$ cat config.mk
export PLATFORM = sky130hd
export DESIGN_NAME = cal_alarm_cmp
export DESIGN_NICKNAME = d
export VERILOG_FILES = /design/src/rtl/cal_alarm_pkg.sv /design/src/rtl/cal_alarm_set.sv /design/src/rtl/cal_alarm_ctrl.sv /design/src/rtl/cal_alarm_irq.sv /design/src/rtl/cal_alarm_cmp.sv
export SDC_FILE = /design/constraint.sdc
export NUM_CORES = 1
export LEC_CHECK = 0
export BUFFER_PORTS_ARGS = -buffer_cell sky130_fd_sc_hd__buf_2
export CORE_ASPECT_RATIO = 1.1
export CORE_MARGIN = 2
export CORE_UTILIZATION = 50
export DETAILED_ROUTE_END_ITERATION = 10
export PLACE_DENSITY_LB_ADDON = 0.05
export SLEW_MARGIN = 20
export SYNTH_ARGS = -nofsm -noshare
export SYNTH_HDL_FRONTEND = slang
export SYNTH_SLANG_ARGS = --single-unit
$ cat constraint.sdc
create_clock -name clk -period 5.75 [get_ports clk]
set_clock_uncertainty 0.05 [all_clocks]
set_input_delay 0.575 -clock clk [delete_from_list [all_inputs] [get_ports clk]]
set_output_delay 0.575 -clock clk [all_outputs]
set_load 0.005 [all_outputs]
$ cat src/rtl/cal_alarm_pkg.sv
package cal_alarm_pkg;
  localparam int FIELD_CNT   = 6;
  localparam int BYTE_W      = 8;
  localparam int TIME_W      = 7;
  localparam int ALM_STRIDE  = 8;
  localparam int CTRL_ADDR   = 16;
  localparam int STAT_ADDR   = 17;
  localparam int CTL_AUTO    = 7;
  localparam int CTL_PERIOD  = 6;
endpackage

$ cat src/rtl/cal_alarm_set.sv
module cal_alarm_set
  import cal_alarm_pkg::*;
#(
  parameter int ADDR_W = 5,
  parameter int BASE   = 0
) (
  input  logic                          clk,
  input  logic                          rst_n,
  input  logic                          wr_en,
  input  logic [ADDR_W-1:0]             addr,
  input  logic [BYTE_W-1:0]             wdata,
  input  logic [FIELD_CNT*TIME_W-1:0]   now_flat,
  input  logic                          alm_on,
  input  logic                          tick,
  output logic [FIELD_CNT*BYTE_W-1:0]   bytes_flat,
  output logic                          hit
);

  logic [FIELD_CNT-1:0] fld_en;
  logic [FIELD_CNT-1:0] fld_ok;

  for (genvar f = 0; f < FIELD_CNT; f++) begin : g_field
    logic [BYTE_W-1:0] byte_q;
    logic [BYTE_W-1:0] byte_d;
    logic              sel;

    assign sel = wr_en && (addr == ADDR_W'(BASE + f));

    always_comb begin
      byte_d = byte_q;
      if (sel) byte_d = wdata;
    end

    always_ff @(posedge clk or negedge rst_n) begin
      if (!rst_n)    byte_q <= '0;
      else if (sel)  byte_q <= byte_d;
    end

    assign fld_en[f] = byte_q[BYTE_W-1];
    assign fld_ok[f] = !fld_en[f] ||
                       (byte_q[TIME_W-1:0] == now_flat[f*TIME_W +: TIME_W]);
    assign bytes_flat[f*BYTE_W +: BYTE_W] = byte_q;
  end

  assign hit = tick && alm_on && (|fld_en) && (&fld_ok);

endmodule

$ cat src/rtl/cal_alarm_ctrl.sv
module cal_alarm_ctrl
  import cal_alarm_pkg::*;
#(
  parameter int ADDR_W  = 5,
  parameter int NUM_ALM = 2
) (
  input  logic               clk,
  input  logic               rst_n,
  input  logic               wr_en,
  input  logic               rd_en,
  input  logic [ADDR_W-1:0]  addr,
  input  logic [BYTE_W-1:0]  wdata,
  input  logic [NUM_ALM-1:0] hit,
  output logic [BYTE_W-1:0]  ctrl_q,
  output logic [NUM_ALM-1:0] flags_q
);

  logic               ctrl_sel;
  logic               stat_wr;
  logic               stat_rd_clr;
  logic [NUM_ALM-1:0] clr;
  logic [NUM_ALM-1:0] flags_d;
  logic [BYTE_W-1:0]  ctrl_d;

  always_comb begin
    ctrl_sel    = wr_en && (addr == ADDR_W'(CTRL_ADDR));
    stat_wr     = wr_en && (addr == ADDR_W'(STAT_ADDR));
    stat_rd_clr = rd_en && (addr == ADDR_W'(STAT_ADDR)) && ctrl_q[CTL_AUTO];
    clr         = '0;
    if (stat_rd_clr)  clr = '1;
    else if (stat_wr) clr = ~wdata[NUM_ALM-1:0];
    flags_d = (flags_q & ~clr) | hit;
    ctrl_d  = ctrl_sel ? wdata : ctrl_q;
  end

  always_ff @(posedge clk or negedge rst_n) begin
    if (!rst_n)        ctrl_q <= '0;
    else if (ctrl_sel) ctrl_q <= ctrl_d;
  end

  always_ff @(posedge clk or negedge rst_n) begin
    if (!rst_n) flags_q <= '0;
    else        flags_q <= flags_d;
  end

  // a flag only rises after a qualified match from an alarm set
  assert_flag_from_hit_R3: assert property (@(posedge clk) disable iff (!rst_n)
    ((flags_q & ~$past(flags_q) & ~$past(hit)) == '0));

  // a flag only drops after a register access
  assert_clear_by_access_R6: assert property (@(posedge clk) disable iff (!rst_n)
    (($past(flags_q) & ~flags_q) != '0) |-> $past(wr_en || rd_en));

endmodule

$ cat src/rtl/cal_alarm_irq.sv
module cal_alarm_irq #(
  parameter int NUM_ALM   = 2,
  parameter int PULSE_CYC = 4
) (
  input  logic               clk,
  input  logic               rst_n,
  input  logic               periodic,
  input  logic               trigger,
  input  logic [NUM_ALM-1:0] flags,
  output logic               irq_n
);

  localparam int CNT_W = $clog2(PULSE_CYC + 1);

  logic [CNT_W-1:0] cnt_q;
  logic [CNT_W-1:0] cnt_d;
  logic             cnt_en;

  always_comb begin
    cnt_d  = cnt_q;
    cnt_en = 1'b0;
    if (periodic && trigger) begin
      cnt_d  = CNT_W'(PULSE_CYC);
      cnt_en = 1'b1;
    end else if (cnt_q != '0) begin
      cnt_d  = cnt_q - 1'b1;
      cnt_en = 1'b1;
    end
  end

  always_ff @(posedge clk or negedge rst_n) begin
    if (!rst_n)      cnt_q <= '0;
    else if (cnt_en) cnt_q <= cnt_d;
  end

  assign irq_n = periodic ? (cnt_q == '0) : !(|flags);

  assert_pulse_bound_R8: assert property (@(posedge clk) disable iff (!rst_n)
    cnt_q <= CNT_W'(PULSE_CYC));

  assert_pulse_start_R8: assert property (@(posedge clk) disable iff (!rst_n)
    (periodic && $past(periodic) && $past(trigger)) |-> !irq_n);

endmodule

$ cat src/rtl/cal_alarm_cmp.sv
module cal_alarm_cmp
  import cal_alarm_pkg::*;
#(
  parameter int ADDR_W    = 5,
  parameter int NUM_ALM   = 2,
  parameter int PULSE_CYC = 4
) (
  input  logic              clk,
  input  logic              rst_n,
  input  logic              sec_tick,
  input  logic [6:0]        tm_sec,
  input  logic [6:0]        tm_min,
  input  logic [6:0]        tm_hour,
  input  logic [6:0]        tm_date,
  input  logic [6:0]        tm_month,
  input  logic [6:0]        tm_wday,
  input  logic              reg_wr,
  input  logic              reg_rd,
  input  logic [4:0]        reg_addr,
  input  logic [7:0]        reg_wdata,
  output logic [7:0]        reg_rdata,
  output logic              irq_n
);

  logic [1:0]                          rst_pipe;
  logic                                rst_sync_n;
  logic [FIELD_CNT*TIME_W-1:0]         now_flat;
  logic [NUM_ALM-1:0][FIELD_CNT*BYTE_W-1:0] alm_bytes;
  logic [NUM_ALM-1:0]                  hit;
  logic [BYTE_W-1:0]                   ctrl_q;
  logic [NUM_ALM-1:0]                  flags_q;
  logic [ADDR_W-1:0]                   addr;

  assign addr = ADDR_W'(reg_addr);

  always_ff @(posedge clk or negedge rst_n) begin
    if (!rst_n) rst_pipe <= '0;
    else        rst_pipe <= {rst_pipe[0], 1'b1};
  end
  assign rst_sync_n = rst_pipe[1];

  assign now_flat = {tm_wday, tm_month, tm_date, tm_hour, tm_min, tm_sec};

  for (genvar a = 0; a < NUM_ALM; a++) begin : g_alarm
    cal_alarm_set #(
      .ADDR_W (ADDR_W),
      .BASE   (a * ALM_STRIDE)
    ) set_i (
      .clk        (clk),
      .rst_n      (rst_sync_n),
      .wr_en      (reg_wr),
      .addr       (addr),
      .wdata      (reg_wdata),
      .now_flat   (now_flat),
      .alm_on     (ctrl_q[a]),
      .tick       (sec_tick),
      .bytes_flat (alm_bytes[a]),
      .hit        (hit[a])
    );
  end

  cal_alarm_ctrl #(
    .ADDR_W  (ADDR_W),
    .NUM_ALM (NUM_ALM)
  ) ctrl_i (
    .clk     (clk),
    .rst_n   (rst_sync_n),
    .wr_en   (reg_wr),
    .rd_en   (reg_rd),
    .addr    (addr),
    .wdata   (reg_wdata),
    .hit     (hit),
    .ctrl_q  (ctrl_q),
    .flags_q (flags_q)
  );

  cal_alarm_irq #(
    .NUM_ALM   (NUM_ALM),
    .PULSE_CYC (PULSE_CYC)
  ) irq_i (
    .clk      (clk),
    .rst_n    (rst_sync_n),
    .periodic (ctrl_q[CTL_PERIOD]),
    .trigger  (|hit),
    .flags    (flags_q),
    .irq_n    (irq_n)
  );

  always_comb begin
    reg_rdata = '0;
    if (addr == ADDR_W'(CTRL_ADDR)) reg_rdata = ctrl_q;
    if (addr == ADDR_W'(STAT_ADDR)) reg_rdata = BYTE_W'(flags_q);
    for (int a = 0; a < NUM_ALM; a++) begin
      for (int f = 0; f < FIELD_CNT; f++) begin
        if (addr == ADDR_W'(a * ALM_STRIDE + f))
          reg_rdata = alm_bytes[a][f*BYTE_W +: BYTE_W];
      end
    end
  end

  // in latched mode the line stays low until software touches the registers
  assert_latched_hold_R5: assert property (@(posedge clk) disable iff (!rst_sync_n)
    (!ctrl_q[CTL_PERIOD] && $past(!ctrl_q[CTL_PERIOD]) && $past(!irq_n) &&
     !$past(reg_wr || reg_rd)) |-> !irq_n);

endmodule

== After elaboration in Yosys (flattened, before gate mapping) ==
Index checks and enable logic that the tools add are counted.

* Eq/ne operators: 25
* Add/sub/neg operators: 1
* Reductions and logical operators: 59
* Bitwise operators: 4
* Multiplexer cells: 21

{| class="wikitable"
|+ Operator list
! operator !! count
|-
| 8-bit 2-to-1 mux || 14
|-
| 7-bit == test || 12
|-
| 5-bit by 4-bit == test with 1-bit output (second input constant) || 6
|-
| 1-bit logical AND || 23
|-
| 1-bit logical NOT || 13
|-
| 1-bit logical OR || 12
|-
| 6-bit AND reduction || 2
|-
| 6-bit OR reduction || 2
|-
| 5-bit by 2-bit == test with 1-bit output (second input constant) || 2
|-
| 5-bit by 3-bit == test with 1-bit output (second input constant) || 2
|-
| 5-bit == test (second input constant) || 2
|-
| 3-bit 2-to-1 mux || 2
|-
| 5-bit by 1-bit == test with 1-bit output (second input constant) || 1
|-
| 5-bit logical NOT || 1
|-
| 2-bit 2-to-1 mux || 2
|-
| 2-bit inverter || 2
|-
| 2-bit OR reduction || 2
|-
| 3-bit logical NOT || 1
|-
| 1-bit 2-to-1 mux || 3
|-
| 3-bit nonzero test || 1
|-
| 3-bit by 1-bit subtractor with 3-bit output (second input constant) || 1
|-
| 2-bit AND || 1
|-
| 2-bit bitwise OR || 1
|-
| 2-bit AND reduction || 1
|-
| 2-bit nonzero test || 1
|}

* Register bits: 111
* Logic and storage cells: 126
* Bits of input ports: 60
* Output and inout port bits: 9

== Logic depth before layout (Yosys ltp) ==
Gate-level depths: netlist (run 1).

* Word-level depth: 15
* Gate-level depth with buffers: 9
* Depth with buffers taken out: 6

== Modules after synthesis ==
A second synthesis (run 1) with hierarchy kept.

* Cells, all modules: 602
* Area total of the unflattened synthesis: 6797.8 µm²

{| class="wikitable"
|+ Modules (own cells, without submodules)
! module !! area an instance (µm²) !! instances !! cells each
|-
| cal_alarm_set at g_alarm[0].set_i || 2319.7 || 1 || 165
|-
| cal_alarm_set at g_alarm[1].set_i || 2318.5 || 1 || 166
|-
| cal_alarm_cmp || 1539.0 || 1 || 224
|-
| cal_alarm_ctrl || 430.4 || 1 || 29
|-
| cal_alarm_irq || 190.2 || 1 || 18
|}

== Worst setup path after synthesis (run 1) ==
OpenSTA, ideal clock, no wires.

* Path type: input to output
* Start point: in reg_addr[1]
* End point: out reg_rdata[3]
* Path buffers: 0
* Cell stages on the path: 6
* Arrival time: 1828 ps
* Setup slack: 3297 ps
* Data required time: 5125 ps
* Path through: or3_1 > nor2_1 > a221o_1 > a21oi_1 > o31a_1 > a21oi_1

* Cells in the longest elaborated chain, start to end: 15
* Elaborated cells between the ends (all ways): 28
* Classes of those cells: 13 x eq/ne; 14 x mux; 1 x reduce/logical

{| class="wikitable"
|+ Ends and longest elaborated chain
! what !! RTL line !! RTL
|-
| start, declared || cal_alarm_cmp.sv:19 || <nowiki>input logic [4:0] reg_addr,</nowiki>
|-
| 5-bit == test || cal_alarm_cmp.sv:91 || <nowiki>if (addr == ADDR_W'(CTRL_ADDR)) reg_rdata = ctrl_q;</nowiki>
|-
| 8-bit 2-to-1 mux || cal_alarm_cmp.sv:91 ||
|-
| 8-bit 2-to-1 mux || cal_alarm_cmp.sv:92 || <nowiki>if (addr == ADDR_W'(STAT_ADDR)) reg_rdata = BYTE_W'(flags_q);</nowiki>
|-
| 8-bit 2-to-1 mux (11 in a row) || cal_alarm_cmp.sv:95 || <nowiki>if (addr == ADDR_W'(a * ALM_STRIDE + f))</nowiki>
|-
| 8-bit 2-to-1 mux * || cal_alarm_cmp.sv:95 ||
|-
| end, declared || cal_alarm_cmp.sv:21 || <nowiki>output logic [7:0] reg_rdata,</nowiki>
|}

Mark *: on every way between the ends. The rest lies on a longest branch, timed or not.

== Final worst setup path (run 1) ==
* Start point: in reg_addr[0]
* End point: out reg_rdata[3]

Same word-level chain as after synthesis.

==> impl_metrics.yaml, run 1 <==
cells_and_area:
  mostFrequentLayoutCells: "dfrtp_1 (110), mux2_2 (69), buf_2 (68)"
  fin_area_um2: 7110
  fillerInstances: 1132
  diodes: 0
  fin_cells: 830
  layout-drive-gt1-share_pct: 24.1
  final_common_cell: "dfrtp_1"
  fin_nets: 731
  fin_util_pct: 56.7
  synthToLayoutAreaGrowth_pct: 11.3
setup_path:
  arrival_ns: 2.86
  start_kind: "primary input"
  worstPathRequired_ns: 5.12
  setup.worst_path.end_class: "primary output"
  critPathKind: "in -> out"
  critPathMaxFanout: 48
  reg2reg_slack_ns: 3.31
power_and_ir_drop:
  internal-power_mw: 1.55
  power_density_nw_per_um2: 326
  power_leakage_nw: 3.10
  p_clk_share_pct: 27.0
  p_seq_share_pct: 49.8
  p_switching_mw: 0.762
  power_frac_comb_pct: 23.2
  vdd_ir_drop_max_v: 0.000204
  netSwitchingFraction_pct: 33.0
  power_mw: 2.31
placement:
  placed_cell_area_um2: 6810
  dp_cells: 814
  port_buffers: 68
  dp_hpwl_um: 15500
  place_congestion: 0.935
synthesis:
  synth_xor_area_share_pct: 11.7
  synth_area_um2: 6380
  ys_types: 56
  synthSimpleGateAreaFrac_pct: 12.6
  synth_fa_ha_area_share_pct: 0.392
  ys_async_sr_fraction_pct: 100
  syn_area_per_cell_um2: 10.4
  synth_top_family_by_area: "multiplexers"
  synthCells: 616
  synth_compound_area_share_pct: 12.8
  syn_nets: 678
  synth-seq-cells: 111
  ys_warn_count: 0
  synthFlopType: "dfrtp_1"
  synth-seq-area-share_pct: 43.5
  synth.area.mux_share_pct: 16.4
  synth_edf_count: 0
die:
  dieArea_um2: 13700
  dieWidth_um: 112
  start_util_pct: 50.9
  die_y_um: 123
  core.rowCount: 43
  io_pins: 69
  core_area_um2: 12500
sta:
  fin_crit_sh_pct: 60.6
  final_hold_viol_count: 0
  maxSlewViolCount: 0
  period_minus_slack_ns: 3.48
  setup_violations: 0
  tns_ns: 0
  clock.fmax_mhz: 287
  relSlewSlack_pct: 32.0
  rsz0062_at_grt: "false"
  worst_pin_slew_ns: 1.01
min_path:
  min_path_type: "reg -> async"
clock_tree:
  cts_tree: "yes"
  cts_sinks: 111
  cts_root_buf: "clkbuf_16"
  cts_max_level: 3
  cts_buffers: 9
  clk_latency_ns: 0.36
  clkTransAtPathRegs_ns: 0.07
  cts_max_path_buffers: 2
  post_cts_buffers: 0
route:
  num_vias: 5142
  drt-vias-per-instance: 6.20
  postRouteAntennaNets: 0
  drt_first_iter_violations: 418
  drt_pass1_iterations: 5
  wl_per_cell_um: 25.2
  wl_um: 20900
  drc: 0
job:
  maxCapViolations: 0
global_routing:
  grt_max_degree: 64
  grt-ovfl-total: 0
  grt_pass1_wl_um: 31300
  track_usage_pct: 31.4
  antenna_found_initial: 0
  grt_pass1_vias: 5067
outcome:
  status: "finished clean"
cells in the mapped netlist, types with 3 or more instances:
cell,count,area [um2]
o22ai_1,12,75.1
clkbuf_1,13,48.8
mux2_2,69,777
dfrtp_1,111,2780
o21ai_1,3,15.0
a22o_1,3,26.3
a221oi_1,4,35.0
a31oi_1,6,37.5
nor3_1,9,45.0
o21ai_0,42,210
nand3_1,15,75.1
a22oi_1,4,30.0
nand2_1,48,180
and3_1,4,25.0
a21oi_1,19,95.1
xor2_1,33,289
mux2_1,12,135
nor2b_1,7,43.8
o41ai_1,12,105
nor2_1,29,109
nand4_1,19,119
nand3b_1,4,30.0
buf_2,13,65.1
inv_1,10,37.5
xnor2_1,52,455
a211oi_1,4,30.0
mux2i_1,11,110
o211ai_1,3,22.5
nand2b_1,9,56.3
through the flow:
step / hold WS [ns] / setup WS, ns
6_report: 0.292 / 2.27
2_1_floorplan: 0.229 / 2.38
5_1_grt: 0.323 / 2.14
3_3_place_gp: 0.294 / 2.33
3_5_place_dp: 0.290 / 2.29
4_1_cts: 0.315 / 2.28
power groups by stage:
stage | combinational, mW | sequential [mW] | clock (mW)
2_1_floorplan | 0.391 | 1.07 | 0
3_3_place_gp | 0.515 | 1.16 | 0
3_5_place_dp | 0.533 | 1.16 | 0
4_1_cts | 0.537 | 1.15 | 0.636
5_1_grt | 0.591 | 1.17 | 0.672
6_report | 0.536 | 1.15 | 0.625
cells by family (layout without fill, tap and decap cells):
kind of cell	Yosys count	count (layout)
other	1	1
AOI/OAI and AO/OA	127	127
buffers and inverters	39	96
muxes	93	93
DFF	111	111
xor gates and xnor gates	85	85
and+or+nand+nor	158	158
adders and majority gates	2	2
area by class of cell:
cell class              count  area [um2]  share of cell area [%]
clock buffers              10         229                    3.22
clock inverters             5        58.8                   0.828
inverters                  10        37.5                   0.528
multi-input cells         466        3440                    48.4
flip-flops and latches    111        2780                    39.1
well taps                 157         196                    2.76
repair buffers             71         365                    5.14
state kept, by name (all words and copies together) (netlist names):
register and flops:
rst_pipe 2, irq_i.cnt_q 3, g_alarm.set_i.g_field.byte_q 96, ctrl_i.flags_q 2, ctrl_i.ctrl_q 8
worst max-delay path, stage by stage:
cell	delay, ns
buf_2	0.73
nor3b_2	0.44
and3_1	0.34
a22o_1	0.19
a221oi_1	0.05
o31a_1	0.16
a21oi_1	0.19
buf_2	0.15
what timing repair did:
action / in CTS / in global routing
resized for setup: 0 / 0
hold buffers: 1 / 0
setup endpoints to repair: 0 / 0
hold endpoints to repair: 2 / 0
per-layer routing:
layer	share of wire [%]	GRT usage [%]	up-vias
li1	-	-	2335
met1	43	41.8	2547
met2	46	49.9	206
met3	5.9	5.48	54
met4	5.0	16.0	0
met5	0	0	-
worst paths after layout:
| kind | depth (start not counted) | startpoint | end |
|---|---|---|---|
| worst max-delay path | 8 | reg_addr[0] | reg_rdata[3] |
| worst min-delay path | 0 | rst_pipe[1]$_DFF_PN0_ | g_alarm[1].set_i.g_field[2].byte_q[3]$_DFFE_PN0P_ |
| worst max register to register | 6 | g_alarm[0].set_i.g_field[0].byte_q[0]$_DFFE_PN0P_ | irq_i.cnt_q[0]$_DFFE_PN0P_ |
| worst min register to register | 0 | rst_pipe[1]$_DFF_PN0_ | g_alarm[1].set_i.g_field[2].byte_q[3]$_DFFE_PN0P_ |
| max in group asynchronous | 1 | rst_pipe[1]$_DFF_PN0_ | ctrl_i.flags_q[0]$_DFF_PN0_ |
| min in group clk | 0 | rst_pipe[0]$_DFF_PN0_ | rst_pipe[1]$_DFF_PN0_ |
(Power assumes the default switching activity.)
==> run 2, diff against run 1 <==
==> constraint.sdc (replaced) <==
create_clock -name clk -period 3.05 [get_ports clk]
set_clock_uncertainty 0.05 [all_clocks]
set_input_delay 0.305 -clock clk [delete_from_list [all_inputs] [get_ports clk]]
set_output_delay 0.305 -clock clk [all_outputs]
set_load 0.005 [all_outputs]
==> impl_metrics.yaml, run 2 (synthesis gave the netlist of run 1 again) <==
route:
  drt_first_iter_violations: 321
  drc: 0
  postRouteAntennaNets: 0
  wl_per_cell_um: 24.3
  drt_pass1_iterations: 5
  wl_um: 20400
  num_vias: 5102
  drt-vias-per-instance: 6.07
sta:
  maxSlewViolCount: 0
  rsz0062_at_grt: "false"
  setup_violations: 0
  period_minus_slack_ns: 2.64
  final_hold_viol_count: 0
  clock.fmax_mhz: 379
  fin_crit_sh_pct: 86.5
  worst_pin_slew_ns: 0.845
  relSlewSlack_pct: 42.9
  tns_ns: 0
setup_path:
  critPathKind: "in -> out"
  r2r-start: "g_alarm[0].set_i.g_field[0].byte_q[0]$_DFFE_PN0P_"
  r2r-end: "irq_i.cnt_q[2]$_DFFE_PN0P_"
  start_kind: "primary input"
  startpoint: "reg_addr[0]"
  worstPathRequired_ns: 2.69
  critPathMaxFanout: 26
  reg2reg_slack_ns: 0.59
  setup.worst_path.end_class: "primary output"
  arrival_ns: 2.28
  r2r_cells: 6
power_and_ir_drop:
  power_leakage_nw: 3.15
  p_switching_mw: 1.43
  p_clk_share_pct: 26.4
  internal-power_mw: 2.89
  netSwitchingFraction_pct: 33.1
  power_density_nw_per_um2: 602
  power_frac_comb_pct: 23.6
  p_seq_share_pct: 50.0
  vdd_ir_drop_max_v: 0.000389
placement:
  place_congestion: 0.934
  port_buffers: 68
  placed_cell_area_um2: 6890
  dp_hpwl_um: 15500
cells_and_area:
  fillerInstances: 1123
  final_common_cell: "dfrtp_1"
  mostFrequentLayoutCells: "dfrtp_1 (110), mux2_2 (69), buf_2 (68)"
  fin_util_pct: 57.3
  ff_latch_area_um2: 2780
  regMostFlops: "g_alarm.set_i.g_field.byte_q"
  fin_nets: 740
  fin_area_um2: 7180
  multiInputGateArea_um2: 3440
  largest_reg_flops: 96
  layout-drive-gt1-share_pct: 25.2
  reg_top3: "g_alarm.set_i.g_field.byte_q x96, ctrl_i.ctrl_q x8, irq_i.cnt_q x3"
  diodes: 0
  synthToLayoutAreaGrowth_pct: 12.4
die:
  dieArea_um2: 13700
  start_util_pct: 50.9
  io_pins: 69
  core.rowCount: 43
  die_y_um: 123
  dieWidth_um: 112
  core_area_um2: 12500
clock_tree:
  clkTransAtPathRegs_ns: 0.07
  cts_sinks: 111
  cts_max_level: 3
  clk_latency_ns: 0.36
  cts-resized-gates: 0
  cts_buffers: 9
  cts_tree: "yes"
  cts_root_buf: "clkbuf_16"
  cts_max_path_buffers: 2
global_routing:
  grt_max_degree: 60
  grt-ovfl-total: 0
  grt_pass1_vias: 5081
  track_usage_pct: 30.5
  grt_pass1_wl_um: 30600
  antenna_found_initial: 0
min_path:
  min_path_type: "in -> async"
job:
  maxCapViolations: 0
outcome:
  status: "finished clean"
-- run 2: changes by cell type in the layout (fill, tap and decap cells not counted), sizes merged --
cell	before	now
inv	11	13
bufinv	1	0
clkbuf	10	11
buf	70	79
clkinvlp	2	1
-- run 2: layout make-up --
class,instances,share of cell area (%)
flip-flops and latches,111,38.7
clock inverters,5,0.540
well taps,157,2.74
repair buffers,80,6.20
inverters,10,0.523
clock buffers,11,3.38
multi-input cells,466,47.9
-- run 2: what timing repair did --
action / CTS / global route
setup buffers: 0 / 0
endpoints found under the setup margin: 0 / 0
endpoints found under the hold margin: 2 / 0
hold buffers: 1 / 0
-- run 2: how the worst max path moves through the flow --
stage | end | cells after the start
6_report | reg_rdata[3] | 8
5_1_grt | reg_rdata[6] | 8
4_1_cts | reg_rdata[3] | 8
3_5_place_dp | reg_rdata[3] | 8
3_3_place_gp | reg_rdata[3] | 8
2_1_floorplan | ctrl_i.ctrl_q[0]$_DFFE_PN0P_ | 0
-- run 2: metal layers --
metal  GRT usage [%]  vias to the layer above  share of wire (%)
met4            13.0                        0                3.5
met2            50.2                      171                 48
met5               0                        -                  0
li1                -                     2360                  -
met3            4.94                       38                5.3
met1            40.3                     2533                 44
-- run 2: power groups by stage --
stage	Combinational (mW)	Clock, mW	Sequential [mW]
floorplan	0.738	0	2.02
global placement	0.982	0	2.18
detailed placement	1.02	0	2.19
CTS	1.02	1.16	2.16
global route	1.14	1.22	2.19
finish	1.02	1.14	2.16
-- run 2: worst max-delay path: stages --
cell and delay (ns):
buf_2 0.28, nor3_1 0.51, and3_1 0.38, a22o_1 0.26, a221oi_1 0.07, o31a_1 0.14
a21oi_1 0.18, buf_2 0.15
-- run 2: per-stage QoR --
| step | instances | worst slack (ns) | hold slack [ns] | total power, mW |
|---|---|---|---|---|
| after global routing | 840 | 0.303 | 0.210 | 4.55 |
| after detailed placement | 823 | 0.425 | 0.0416 | 3.20 |
| after CTS | 840 | 0.440 | 0.200 | 4.34 |
| after floorplan | 616 | 1.14 | -0.0406 | 2.76 |
| final | 840 | 0.412 | 0.201 | 4.32 |
| after global placement | 823 | 0.460 | 0.0400 | 3.16 |
==> run 3, diff against run 2 <==
--- a/config.mk
+++ b/config.mk
@@ -11,6 +11,7 @@
 export CORE_UTILIZATION = 50
 export DETAILED_ROUTE_END_ITERATION = 10
 export PLACE_DENSITY_LB_ADDON = 0.05
+export REMOVE_ABC_BUFFERS = 1
 export SLEW_MARGIN = 20
 export SYNTH_ARGS = -nofsm -noshare
 export SYNTH_HDL_FRONTEND = slang
==> impl_metrics.yaml, run 3 (synthesis gave the netlist of run 1 again) <==
outcome:
  status: "finished clean"
power_and_ir_drop:
  vdd_ir_drop_max_v: 0.000356
  power_leakage_nw: 3.15
  power_density_nw_per_um2: 614
min_path:
  min_path_type: "in -> async"
die:
  io_pins: 69
  core.rowCount: 43
  dieArea_um2: 13700
  start_util_pct: 50.9
  die_y_um: 123
  dieWidth_um: 112
  core_area_um2: 12500
setup_path:
  setup.worst_path.end_class: "primary output"
  critPathMaxFanout: 29
  arrival_ns: 2.34
  start_kind: "primary input"
  critPathKind: "in -> out"
  worstPathRequired_ns: 2.69
  reg2reg_slack_ns: 0.88
sta:
  worst_pin_slew_ns: 0.817
  hold_ws_ns: 0.187
  clock.fmax_mhz: 371
  setup_violations: 0
  rsz0062_at_grt: "false"
  period_minus_slack_ns: 2.70
  final_hold_viol_count: 0
  fin_crit_sh_pct: 88.4
  relSlewSlack_pct: 44.8
  maxSlewViolCount: 0
clock_tree:
  cts_max_level: 3
  clk_latency_ns: 0.36
  cts_buffers: 9
  cts_sinks: 111
  cts_max_path_buffers: 2
  cts_tree: "yes"
  cts_root_buf: "clkbuf_16"
  clkTransAtPathRegs_ns: 0.07
  post_cts_buffers: 0
cells_and_area:
  mostFrequentLayoutCells: "dfrtp_1 (110), mux2_2 (69), buf_2 (68)"
  final_common_cell: "dfrtp_1"
  fillerInstances: 1138
  regMostFlops: "g_alarm.set_i.g_field.byte_q"
  layout-drive-gt1-share_pct: 25.2
  synthToLayoutAreaGrowth_pct: 12.8
  largest_reg_flops: 96
  fin_nets: 739
  fin_util_pct: 57.4
  reg_top3: "g_alarm.set_i.g_field.byte_q x96, ctrl_i.ctrl_q x8, irq_i.cnt_q x3"
  diodes: 0
job:
  maxCapViolations: 0
global_routing:
  grt_pass1_vias: 5155
  grt_pass1_wl_um: 31400
  track_usage_pct: 31.3
  grt_max_degree: 56
  antenna_found_initial: 0
  grt-ovfl-total: 0
route:
  drt-vias-per-instance: 6.14
  drt_pass1_iterations: 4
  wl_per_cell_um: 24.7
  num_vias: 5154
  postRouteAntennaNets: 0
  wl_um: 20700
  drc: 0
  drt_first_iter_violations: 400
placement:
  place_congestion: 0.912
  port_buffers: 68
  dp_hpwl_um: 15400
[run 3: changes by cell type in the layout (fill, tap and decap cells not counted), sizes merged]
cell / previous run / this run
inv: 13 / 10
clkinvlp: 1 / 3
buf: 79 / 78
bufinv: 0 / 1
clkbuf: 11 / 10
clkinv: 1 / 2
[run 3: cell type report]
cell class | instances | area [um2] | share of cell area, %
Multi-Input combinational cell | 466 | 3440 | 47.7
Sequential cell | 111 | 2780 | 38.6
Timing Repair Buffer | 79 | 438 | 6.08
Clock buffer | 10 | 239 | 3.32
Tap cell | 157 | 196 | 2.73
Clock inverter | 6 | 70.1 | 0.973
Inverter | 10 | 37.5 | 0.521
[run 3: path summary, 6_finish.rpt]
check                      cells after the start                           to                                         startpoint
setup reg to reg                               6   irq_i.cnt_q[0]$_DFFE_PN0P_  g_alarm[1].set_i.g_field[3].byte_q[3]$_DFFE_PN0P_
max in group asynchronous                      1   irq_i.cnt_q[1]$_DFFE_PN0P_                              rst_pipe[1]$_DFF_PN0_
hold reg to reg                                0        rst_pipe[1]$_DFF_PN0_                              rst_pipe[0]$_DFF_PN0_
min in group clk                               3  ctrl_i.flags_q[0]$_DFF_PN0_                                           sec_tick
setup / recovery                               8                 reg_rdata[6]                                        reg_addr[0]
hold / removal                                 2        rst_pipe[1]$_DFF_PN0_                                              rst_n
[run 3: report_power, final]
| group | switching, mW | internal (mW) |
|---|---|---|
| Clock | 0.567 | 0.662 |
| Combinational | 0.492 | 0.533 |
| Sequential | 0.396 | 1.77 |
[run 3: critical path, stage by stage]
cell      delay [ns]
buf_2           0.52
nor3b_2         0.43
nand2_1         0.12
o22ai_1         0.14
a211oi_1        0.07
o41ai_1         0.51
nand2_1         0.10
buf_2           0.14
[run 3: metal layers]
layer	GRT usage, %	wire length, um
met4	13.7	807
met5	0	0
met3	3.90	857
met1	42.1	9090
met2	51.2	9950
[run 3: stage by stage]
stage	setup slack [ns]	cell area, um2	TNS (ns)	instances	total power, mW
floorplan	-0.321	6250	-35.01	587	2.72
global placement	0.448	6880	0	822	3.17
detailed placement	0.357	6880	0	822	3.21
CTS	0.356	7200	0	839	4.43
global route	0.188	7200	0	839	4.63
finish	0.352	7200	0	839	4.42
[run 3: what timing repair did]
| item | in CTS | in global routing |
|---|---|---|
| gates resized for setup | 0 | 0 |
| hold buffers | 1 | 0 |
| hold endpoints to repair | 2 | 0 |
